`src/rtl/rob_pkg.sv`:
```
package rob_pkg;
  // Drain state of the squash engine
  typedef enum logic {SQ_IDLE = 1'b0, SQ_DRAIN = 1'b1} sq_state_e;
endpackage

```
`src/rtl/rob_redir_pick.sv`:
```
// Chooses the oldest valid redirect; lowest index wins ties.
module rob_redir_pick #(
  parameter int N     = 2,
  parameter int SEQ_W = 16,
  parameter int PC_W  = 32
) (
  input  logic [N-1:0]       req_valid,
  input  logic [N*SEQ_W-1:0] req_seq,
  input  logic [N*PC_W-1:0]  req_tgt,
  output logic               any_req,
  output logic [SEQ_W-1:0]   win_seq,
  output logic [PC_W-1:0]    win_tgt
);
  always_comb begin
    any_req = 1'b0;
    win_seq = '0;
    win_tgt = '0;
    for (int i = 0; i < N; i++) begin
      if (req_valid[i] && (!any_req || req_seq[i*SEQ_W +: SEQ_W] < win_seq)) begin
        win_seq = req_seq[i*SEQ_W +: SEQ_W];
        win_tgt = req_tgt[i*PC_W +: PC_W];
        any_req = 1'b1;
      end
    end
  end
endmodule

```
`src/rtl/rob_head_scan.sv`:
```
// Counts the run of finished entries from the head, up to CW.
module rob_head_scan #(
  parameter int DEPTH = 16,
  parameter int SEQ_W = 16,
  parameter int CW    = 2,
  localparam int AW   = $clog2(DEPTH),
  localparam int KW   = $clog2(CW + 1)
) (
  input  logic [AW-1:0]          head_i,
  input  logic [AW:0]            count_i,
  input  logic [DEPTH-1:0]       done_i,
  input  logic [DEPTH*SEQ_W-1:0] seq_i,
  output logic [KW-1:0]          run_o,
  output logic [SEQ_W-1:0]       last_seq_o
);
  logic          stop;
  logic [AW-1:0] idx;
  always_comb begin
    stop       = 1'b0;
    run_o      = '0;
    last_seq_o = '0;
    idx        = '0;
    for (int j = 0; j < CW; j++) begin
      idx = head_i + AW'(j);
      if (!stop && (j < int'(count_i)) && done_i[idx]) begin
        run_o      = run_o + KW'(1);
        last_seq_o = seq_i[idx*SEQ_W +: SEQ_W];
      end else begin
        stop = 1'b1;
      end
    end
  end
endmodule

```
`src/rtl/rob_tail_scan.sv`:
```
// Counts tail entries younger than the squash point, up to SW,
// and tells whether more remain behind them.
module rob_tail_scan #(
  parameter int DEPTH = 16,
  parameter int SEQ_W = 16,
  parameter int SW    = 2,
  localparam int AW   = $clog2(DEPTH),
  localparam int KW   = $clog2(SW + 1)
) (
  input  logic [AW-1:0]          tail_i,
  input  logic [AW:0]            count_i,
  input  logic [DEPTH*SEQ_W-1:0] seq_i,
  input  logic [SEQ_W-1:0]       point_i,
  output logic [KW-1:0]          take_o,
  output logic                   more_o
);
  logic          stop;
  logic          younger;
  logic [AW-1:0] idx;
  always_comb begin
    stop    = 1'b0;
    take_o  = '0;
    more_o  = 1'b0;
    younger = 1'b0;
    idx     = '0;
    for (int i = 0; i <= SW; i++) begin
      idx     = tail_i - AW'(i + 1);
      younger = (i < int'(count_i)) && (seq_i[idx*SEQ_W +: SEQ_W] > point_i);
      if (i == SW) begin
        more_o = !stop && younger;
      end else if (!stop && younger) begin
        take_o = take_o + KW'(1);
      end else begin
        stop = 1'b1;
      end
    end
  end
endmodule

```
`src/rtl/rob_commit_ctrl.sv`:
```
module rob_commit_ctrl #(
  parameter int DEPTH        = 16,
  parameter int SEQ_W        = 16,
  parameter int PC_W         = 32,
  parameter int COMMIT_WIDTH = 2,
  parameter int SQUASH_WIDTH = 2,
  parameter int NUM_REDIR    = 2
) (
  input  logic                                clk,
  input  logic                                rst,
  input  logic                                disp_valid,
  input  logic [SEQ_W-1:0]                    disp_seq,
  input  logic                                disp_nonspec,
  output logic                                disp_ready,
  input  logic                                cmpl_valid,
  input  logic [SEQ_W-1:0]                    cmpl_seq,
  input  logic [NUM_REDIR-1:0]                redir_valid,
  input  logic [NUM_REDIR*SEQ_W-1:0]          redir_seq,
  input  logic [NUM_REDIR*PC_W-1:0]           redir_target,
  output logic [$clog2(COMMIT_WIDTH+1)-1:0]   retire_cnt,
  output logic [SEQ_W-1:0]                    retire_last_seq,
  output logic                                nonspec_valid,
  output logic [SEQ_W-1:0]                    nonspec_seq,
  output logic                                squash_valid,
  output logic [SEQ_W-1:0]                    squash_seq,
  output logic [PC_W-1:0]                     squash_target,
  output logic                                squash_done,
  output logic [$clog2(DEPTH):0]              free_cnt,
  output logic                                free_update,
  output logic [SEQ_W-1:0]                    youngest_seq
);
  import rob_pkg::*;

  localparam int AW    = $clog2(DEPTH);
  localparam int CNT_W = AW + 1;
  localparam int RK_W  = $clog2(COMMIT_WIDTH + 1);
  localparam int DK_W  = $clog2(SQUASH_WIDTH + 1);
  localparam logic [CNT_W-1:0] FULL = CNT_W'(DEPTH);

  // Entry storage
  logic [SEQ_W-1:0]       seq_mem [DEPTH];
  logic [DEPTH*SEQ_W-1:0] seq_flat;
  logic [DEPTH-1:0]       done_q;
  logic [DEPTH-1:0]       ns_q;
  logic [DEPTH-1:0]       in_rng;

  logic [AW-1:0]    head_q, tail_q;
  logic [CNT_W-1:0] count_q, count_n;
  logic [SEQ_W-1:0] young_q;
  logic [SEQ_W-1:0] sq_point_q;
  sq_state_e        sq_q;
  logic             ns_sent_q;

  // Decisions of the current cycle
  logic             any_redir, accept, disp_fire, release_ns, drain_end, draining;
  logic [SEQ_W-1:0] win_seq;
  logic [PC_W-1:0]  win_tgt;
  logic [RK_W-1:0]  scan_run, ret_k;
  logic [SEQ_W-1:0] scan_last;
  logic [DK_W-1:0]  scan_take, drain_k;
  logic             scan_more;

  genvar g;
  generate
    for (g = 0; g < DEPTH; g++) begin : g_ent
      logic [AW-1:0] off;
      assign seq_flat[g*SEQ_W +: SEQ_W] = seq_mem[g];
      assign off       = AW'(g) - head_q;
      assign in_rng[g] = {1'b0, off} < count_q;
    end
  endgenerate

  rob_redir_pick #(.N(NUM_REDIR), .SEQ_W(SEQ_W), .PC_W(PC_W)) u_pick (
    .req_valid (redir_valid),
    .req_seq   (redir_seq),
    .req_tgt   (redir_target),
    .any_req   (any_redir),
    .win_seq   (win_seq),
    .win_tgt   (win_tgt)
  );

  rob_head_scan #(.DEPTH(DEPTH), .SEQ_W(SEQ_W), .CW(COMMIT_WIDTH)) u_head (
    .head_i     (head_q),
    .count_i    (count_q),
    .done_i     (done_q),
    .seq_i      (seq_flat),
    .run_o      (scan_run),
    .last_seq_o (scan_last)
  );

  rob_tail_scan #(.DEPTH(DEPTH), .SEQ_W(SEQ_W), .SW(SQUASH_WIDTH)) u_tail (
    .tail_i  (tail_q),
    .count_i (count_q),
    .seq_i   (seq_flat),
    .point_i (sq_point_q),
    .take_o  (scan_take),
    .more_o  (scan_more)
  );

  always_comb begin
    draining   = (sq_q == SQ_DRAIN);
    accept     = any_redir && (win_seq < young_q);
    disp_ready = (count_q != FULL) && !draining && !any_redir;
    disp_fire  = disp_valid && disp_ready;
    ret_k      = (!draining && !any_redir) ? scan_run : '0;
    release_ns = !draining && (count_q != '0) && ns_q[head_q] &&
                 !done_q[head_q] && !ns_sent_q;
    drain_k    = draining ? scan_take : '0;
    drain_end  = draining && !scan_more && !accept;
    count_n    = count_q + CNT_W'(disp_fire) - CNT_W'(ret_k) - CNT_W'(drain_k);
  end

  // Sequence number storage: plain write port, no reset
  always_ff @(posedge clk) begin
    if (disp_fire) seq_mem[tail_q] <= disp_seq;
  end

  // Per-entry flags
  always_ff @(posedge clk) begin
    if (rst) begin
      done_q <= '0;
      ns_q   <= '0;
    end else begin
      for (int i = 0; i < DEPTH; i++) begin
        if (disp_fire && (tail_q == AW'(i))) begin
          done_q[i] <= 1'b0;
          ns_q[i]   <= disp_nonspec;
        end else if (cmpl_valid && in_rng[i] && (seq_mem[i] == cmpl_seq)) begin
          done_q[i] <= 1'b1;
        end
      end
    end
  end

  // Pointers, occupancy and squash state
  always_ff @(posedge clk) begin
    if (rst) begin
      head_q     <= '0;
      tail_q     <= '0;
      count_q    <= '0;
      young_q    <= '0;
      sq_point_q <= '0;
      sq_q       <= SQ_IDLE;
      ns_sent_q  <= 1'b0;
    end else begin
      head_q  <= head_q + AW'(ret_k);
      tail_q  <= tail_q + AW'(disp_fire) - AW'(drain_k);
      count_q <= count_n;
      if (accept)         young_q <= win_seq;
      else if (disp_fire) young_q <= disp_seq;
      if (accept) begin
        sq_q       <= SQ_DRAIN;
        sq_point_q <= win_seq;
      end else if (drain_end) begin
        sq_q <= SQ_IDLE;
      end
      if (release_ns)                             ns_sent_q <= 1'b1;
      else if ((ret_k != '0) || (count_n == '0))  ns_sent_q <= 1'b0;
    end
  end

  // Registered outputs
  always_ff @(posedge clk) begin
    if (rst) begin
      retire_cnt      <= '0;
      retire_last_seq <= '0;
      nonspec_valid   <= 1'b0;
      nonspec_seq     <= '0;
      squash_valid    <= 1'b0;
      squash_seq      <= '0;
      squash_target   <= '0;
      squash_done     <= 1'b0;
      free_cnt        <= FULL;
      free_update     <= 1'b0;
    end else begin
      retire_cnt <= ret_k;
      if (ret_k != '0) retire_last_seq <= scan_last;
      nonspec_valid <= release_ns;
      if (release_ns) nonspec_seq <= seq_mem[head_q];
      squash_valid <= accept;
      if (accept) begin
        squash_seq    <= win_seq;
        squash_target <= win_tgt;
      end
      squash_done <= drain_end;
      free_cnt    <= FULL - count_n;
      free_update <= (count_n != count_q);
    end
  end

  assign youngest_seq = young_q;

  // Assertions
  assert_no_overflow_R10: assert property (@(posedge clk) disable iff (rst)
    count_q <= FULL) else $error("occupancy above depth");

  assert_free_match_R10: assert property (@(posedge clk) disable iff (rst)
    (free_cnt + count_q) == FULL) else $error("free count mismatch");

  assert_ns_single_R4: assert property (@(posedge clk) disable iff (rst)
    nonspec_valid |=> !nonspec_valid) else $error("repeated release");

  assert_squash_older_R6: assert property (@(posedge clk) disable iff (rst)
    squash_valid |-> (squash_seq < $past(young_q))) else $error("young redirect taken");

  assert_squash_young_R7: assert property (@(posedge clk) disable iff (rst)
    squash_valid |-> (young_q == squash_seq)) else $error("youngest not moved");

  assert_no_retire_drain_R9: assert property (@(posedge clk) disable iff (rst)
    draining |=> (retire_cnt == '0)) else $error("retire during squash");

  assert_ready_low_R2: assert property (@(posedge clk) disable iff (rst)
    (draining || any_redir || count_q == FULL) |-> !disp_ready) else $error("ready high");

  assert_drain_rate_R8: assert property (@(posedge clk) disable iff (rst)
    draining |=> ((int'(count_q) + SQUASH_WIDTH) >= int'($past(count_q))))
    else $error("drain too fast");

  assert_done_idle_R8: assert property (@(posedge clk) disable iff (rst)
    squash_done |-> !draining) else $error("done while draining");
endmodule

```
`config.mk`:
```
export PLATFORM = sky130hd
export DESIGN_NAME = rob_commit_ctrl
export DESIGN_NICKNAME = d
export VERILOG_FILES = /design/src/rtl/rob_pkg.sv /design/src/rtl/rob_redir_pick.sv /design/src/rtl/rob_head_scan.sv /design/src/rtl/rob_tail_scan.sv /design/src/rtl/rob_commit_ctrl.sv
export SDC_FILE = /design/constraint.sdc
export NUM_CORES = 1
export LEC_CHECK = 0
export BUFFER_PORTS_ARGS = -buffer_cell sky130_fd_sc_hd__buf_4
export CELL_PAD_IN_SITES_DETAIL_PLACEMENT = 1
export CELL_PAD_IN_SITES_GLOBAL_PLACEMENT = 1
export CORE_MARGIN = 2
export CORE_UTILIZATION = 45
export DETAILED_ROUTE_END_ITERATION = 16
export PLACE_DENSITY = 0.76
export SLEW_MARGIN = 5
export SYNTH_ARGS = -nofsm -noshare
export SYNTH_HDL_FRONTEND = slang
export SYNTH_HIERARCHICAL = 1
export SYNTH_SLANG_ARGS = --single-unit
export TNS_END_PERCENT = 100
```
`constraint.sdc`:
```
create_clock -name clk -period 10 [get_ports clk]
set_input_delay 1.5 -clock clk [delete_from_list [all_inputs] [get_ports clk]]
set_output_delay 1.5 -clock clk [all_outputs]
set_load 0.02 [all_outputs]
```
==> impl_results.rst <==
.. list-table::
   :header-rows: 1

   * - Metric
     - Value
   * - DR vias/cell
     - 7.472
   * - Buffer type at the clock tree root
     - sky130_fd_sc_hd__clkbuf_16
   * - Logic pwr share
     - 0.477
   * - Row count
     - 98
   * - Via count of the first global-routing pass
     - 26,650
   * - Drt first-iter violations
     - 3,935
   * - Simple-Gate Fraction of Synth Area
     - 0.06286
   * - Last weighted congestion value of the routability-driven placer
     - 1.062
   * - Net count after synthesis
     - 2,755
   * - Post-detail-place hpwl
     - 100.3 mm
   * - Total number of vias
     - 26,780
   * - Xor/xnor share of the synthesized area
     - 0.07654
   * - Ratio of cells with drive above 1 in the final layout
     - 0.3399
   * - Remaining routing DRC violations
     - 0
   * - Clock skew after layout
     - 0.02406 ns
   * - Hold wc startpoint
     - retire_last_seq[8]$_SDFFE_PP0P_
   * - Fin. max-slew vios
     - 0
   * - Aggregate negative setup slack
     - 0 ns
   * - Mean instance size in the synthesized netlist
     - 13.21 um2
   * - Clock Power Share
     - 0.238
   * - Dominant combinational cell family by area after synthesis
     - multiplexers
   * - Synthesized flop and latch total
     - 409
   * - Post-synthesis mux area share
     - 0.3539
   * - Hold/Removal Path Class
     - register to register
   * - Total power divided by cell area
     - 194.0 nW/um2
   * - CTS Buf Count
     - 48
   * - Core ar.
     - 71,730 um2
   * - Cell Area, Synth
     - 32,730 um2
   * - Reg-to-reg startpoint
     - tail_q[0]$_SDFF_PP0_
   * - Pin count of the biggest net entering global routing
     - 110
   * - Max-Cap Viols
     - 0
   * - Count of port buffers added during placement
     - 242
   * - Internal portion of total power
     - 4.310 mW
   * - Instance count of the mapped netlist
     - 2,477
   * - Total global-route track usage
     - 0.3778
   * - Number of filler instances in the final layout
     - 7,183
   * - Endpoint required time on the critical path
     - 10.46 ns
   * - H-tree levels
     - 2
   * - Run status
     - completed
   * - Critical Path End Type
     - register
   * - Maximum net fanout on the critical path
     - 54
   * - Post-detailed-route count of antenna-violating nets
     - 0
   * - Mean routed wirelength per cell
     - 39.73 um
   * - Post-layout util
     - 0.5092
   * - Net switching fraction of the power
     - 0.3918
   * - Post-synthesis adder-cell area fraction
     - 0.05582
   * - Net count, final
     - 2,870
   * - Type of the worst setup path
     - register to register
   * - Final-report hold violation count
     - 0
   * - Async set-reset flop share out of synthesis
     - 0
   * - Post-synthesis sequential area ratio
     - 0.3285
   * - Family with the most delay on the worst path
     - adder cells
   * - Number of enable flip-flop cells after synthesis
     - 256
   * - Crit path cell chain
     - inv_1 -> ha_4 -> buf_4 -> mux4_2 -> mux4_2 -> ha_1 -> nand4_1 -> nor3_1 -> a21boi_0 -> o21ai_0 -> nor3_1 -> nand2_1 -> inv_1 -> ha_1 -> fa_1 -> inv_1 -> ha_1 -> fa_1 -> xor2_1 -> or3_1 -> a2111oi_0 -> nor2_1
   * - Compound-cell area share of the yosys netlist
     - 0.07570
   * - CTS Sinks
     - 409
   * - First-pass detailed-route iteration total
     - 7
   * - Post-CTS setup buffer count
     - 0
   * - Most used DFF post-synth
     - sky130_fd_sc_hd__edfxtp_1
   * - Worst slew pin tran
     - 1.410 ns
   * - Period Utilization, post-route
     - 0.7845
   * - Slew HR
     - 0.05631
   * - Number of endpoints failing setup at the final stage
     - 0
   * - Power dissipated by switching net loads
     - 2.777 mW
   * - Clock tree buffer depth
     - 3
   * - Leakage power summed over all cells
     - 11.73 nW
   * - Grt total ovfl
     - 0
   * - Post-cts repair resize count
     - 0
   * - Clock tree from TritonCTS
     - yes
   * - Critical path's largest stage delay
     - 0.86 ns
   * - Number of warnings printed during yosys synthesis
     - 6
   * - Arrival time reported for the critical path endpoint
     - 8.31 ns
   * - Sequential group share of total power
     - 0.286
   * - Bufs and invs on worst path
     - 4
   * - Antenna violations before repair
     - 14
   * - CP max stage cell
     - sky130_fd_sc_hd__ha_4
   * - Final Routed Wirelength
     - 142.4 mm
   * - Die area
     - 74,900 um2
   * - Clock latency on the worst-skew pair
     - 0.61 ns
   * - First-pass GRT wire length
     - 200.8 mm
   * - Floorplan die height
     - 273.7 um
   * - Final Critical Period
     - 7.845 ns
   * - Clock-pin slew reported for the worst setup and hold paths after clock tree synthesis
     - 0.07 ns
   * - Starting Density
     - 0.4562
   * - Number of ports placed on the die boundary
     - 243
   * - Kind of start point of the critical path
     - register
   * - Number of distinct library cells after synthesis
     - 71
   * - X dimension of the die
     - 273.7 um
   * - Post-cts hold buffer count
     - 0
   * - Peak ir drop on the vdd network
     - 0.1542 mV
   * - RSZ-0062 raised after global routing
     - no
   * - Signed area change from the synthesized netlist to the final layout
     - 11.62%
   * - Launching element of the worst setup path
     - tail_q[0]$_SDFF_PP0_
   * - Timing-limited maximum frequency
     - 127.5 MHz
-- state kept, by name, summed over array words and instances (netlist names) --
| name | cells |
|---|---|
| done_q | 16 |
| youngest_seq | 16 |
| draining | 1 |
| count_q | 5 |
| squash_valid | 1 |
| free_cnt | 4 |
| head_q | 4 |
| squash_seq | 16 |
| nonspec_seq | 16 |
| retire_last_seq | 16 |
| free_update | 1 |
| ns_sent_q | 1 |
| squash_target | 32 |
| squash_done | 1 |
| seq_mem | 256 |
| tail_q | 4 |
| retire_cnt | 2 |
| ns_q | 16 |
| nonspec_valid | 1 |
-- kinds of logic (layout without fill, tap and decap cells) --
| logic type | count (synthesis) | in the layout |
|---|---|---|
| xor+xnor | 283 | 283 |
| flops | 409 | 409 |
| fa+ha+maj | 143 | 143 |
| mux | 553 | 553 |
| compound gates | 359 | 359 |
| other cells | 0 | 4 |
| simple gates | 417 | 417 |
| buf+inv | 313 | 466 |
-- synth_stat cells, types with 12 or more instances --
library cell | count | area, um2
sky130_fd_sc_hd__a211oi_1 | 16 | 120.1
sky130_fd_sc_hd__a21oi_1 | 121 | 605.6
sky130_fd_sc_hd__a22o_1 | 33 | 289.0
sky130_fd_sc_hd__a22oi_1 | 34 | 255.2
sky130_fd_sc_hd__a32o_1 | 15 | 150.1
sky130_fd_sc_hd__and3_1 | 20 | 125.1
sky130_fd_sc_hd__buf_2 | 75 | 375.4
sky130_fd_sc_hd__buf_4 | 13 | 97.59
sky130_fd_sc_hd__buf_6 | 28 | 315.3
sky130_fd_sc_hd__clkbuf_1 | 88 | 330.3
sky130_fd_sc_hd__dfxtp_1 | 153 | 3063
sky130_fd_sc_hd__edfxtp_1 | 256 | 7687
sky130_fd_sc_hd__ha_1 | 138 | 1727
sky130_fd_sc_hd__inv_1 | 97 | 364.1
sky130_fd_sc_hd__mux2_2 | 14 | 157.7
sky130_fd_sc_hd__mux2i_1 | 53 | 530.5
sky130_fd_sc_hd__mux4_2 | 476 | 10720
sky130_fd_sc_hd__nand2_1 | 162 | 608.1
sky130_fd_sc_hd__nand3_1 | 40 | 200.2
sky130_fd_sc_hd__nand4_1 | 60 | 375.4
sky130_fd_sc_hd__nor2_1 | 53 | 198.9
sky130_fd_sc_hd__nor2b_1 | 30 | 187.7
sky130_fd_sc_hd__nor4_1 | 19 | 118.9
sky130_fd_sc_hd__o2111ai_1 | 35 | 306.5
sky130_fd_sc_hd__o21ai_0 | 33 | 165.2
sky130_fd_sc_hd__o21ai_1 | 12 | 60.06
sky130_fd_sc_hd__o31ai_1 | 17 | 127.6
sky130_fd_sc_hd__xnor2_1 | 269 | 2356
sky130_fd_sc_hd__xor2_1 | 12 | 105.1
-- stage by stage --
step                      hold WS (ns)  power [mW]  cell area (um2)  std cells  worst slack [ns]
final                           0.4586       7.087            36530       3584             2.155
after global routing            0.4816       7.330            36520       3580             1.843
after CTS                       0.4614       7.002            36520       3580             2.230
after detailed placement        0.4535       5.313            35040       3492             2.298
after global placement          0.4451       5.202            35040       3492             2.377
after floorplan                 0.4502       4.279            32730       2477             3.136
-- power by group through the flow --
| stage | clock network [mW] | logic (mW) | registers (mW) |
|---|---|---|---|
| floorplan | 0 | 2.25 | 2.03 |
| global placement | 0 | 3.16 | 2.05 |
| detailed placement | 0 | 3.26 | 2.05 |
| CTS | 1.70 | 3.28 | 2.02 |
| global route | 1.76 | 3.54 | 2.03 |
| finish | 1.68 | 3.38 | 2.02 |
-- cell type report --
type                            count  area [um2]  area share
Clock buffer                       62        1274     0.03487
Antenna cell                        4       10.01   0.0002740
Timing Repair Buffer              278        2100     0.05748
Clock inverter                     26       209.0    0.005720
Multi-Input combinational cell   1755       20600      0.5640
Inverter                          100       376.6     0.01031
Tap cell                          950        1189     0.03254
Sequential cell                   409       10770      0.2948
-- metal layers --
| metal | global-route usage | wire length [um] |
|---|---|---|
| met4 | 0.1871 | 8276 |
| met1 | 0.4788 | 49440 |
| met2 | 0.5694 | 63430 |
| met5 | 0 | 113 |
| met3 | 0.1410 | 21130 |
-- final timing paths --
kind | to | slack, ns | cells past startpoint
worst max register to register | free_update$_SDFF_PP0_ | 2.15 | 22
worst min-delay path | retire_last_seq[8]$_SDFFE_PP0P_ | 0.46 | 2
worst max-delay path | free_update$_SDFF_PP0_ | 2.15 | 22
worst min register to register | retire_last_seq[8]$_SDFFE_PP0P_ | 0.46 | 2
-- cell usage in the layout (no fill, tap or decap), types with 60 or more instances in the layout --
| cell | instances |
|---|---|
| sky130_fd_sc_hd__mux4_2 | 476 |
| sky130_fd_sc_hd__nand4_1 | 60 |
| sky130_fd_sc_hd__inv_1 | 97 |
| sky130_fd_sc_hd__nand2_1 | 162 |
| sky130_fd_sc_hd__edfxtp_1 | 256 |
| sky130_fd_sc_hd__ha_1 | 136 |
| sky130_fd_sc_hd__dfxtp_1 | 147 |
| sky130_fd_sc_hd__buf_4 | 277 |
| sky130_fd_sc_hd__xnor2_1 | 266 |
| sky130_fd_sc_hd__a21oi_1 | 121 |
-- worst register-to-register path, stage by stage, from the launching register on --
cell and delay (ns):
sky130_fd_sc_hd__dfxtp_4 0.85, sky130_fd_sc_hd__inv_1 0.19, sky130_fd_sc_hd__ha_4 0.86, sky130_fd_sc_hd__buf_4 0.45, sky130_fd_sc_hd__mux4_2 0.33, sky130_fd_sc_hd__mux4_2 0.52, sky130_fd_sc_hd__ha_1 0.33, sky130_fd_sc_hd__nand4_1 0.21
sky130_fd_sc_hd__nor3_1 0.51, sky130_fd_sc_hd__a21boi_0 0.31, sky130_fd_sc_hd__o21ai_0 0.17, sky130_fd_sc_hd__nor3_1 0.17, sky130_fd_sc_hd__nand2_1 0.18, sky130_fd_sc_hd__inv_1 0.13, sky130_fd_sc_hd__ha_1 0.25, sky130_fd_sc_hd__fa_1 0.50
sky130_fd_sc_hd__inv_1 0.04, sky130_fd_sc_hd__ha_1 0.23, sky130_fd_sc_hd__fa_1 0.39, sky130_fd_sc_hd__xor2_1 0.23, sky130_fd_sc_hd__or3_1 0.38, sky130_fd_sc_hd__a2111oi_0 0.41, sky130_fd_sc_hd__nor2_1 0.07
Power figures use the tool's default switching activity.
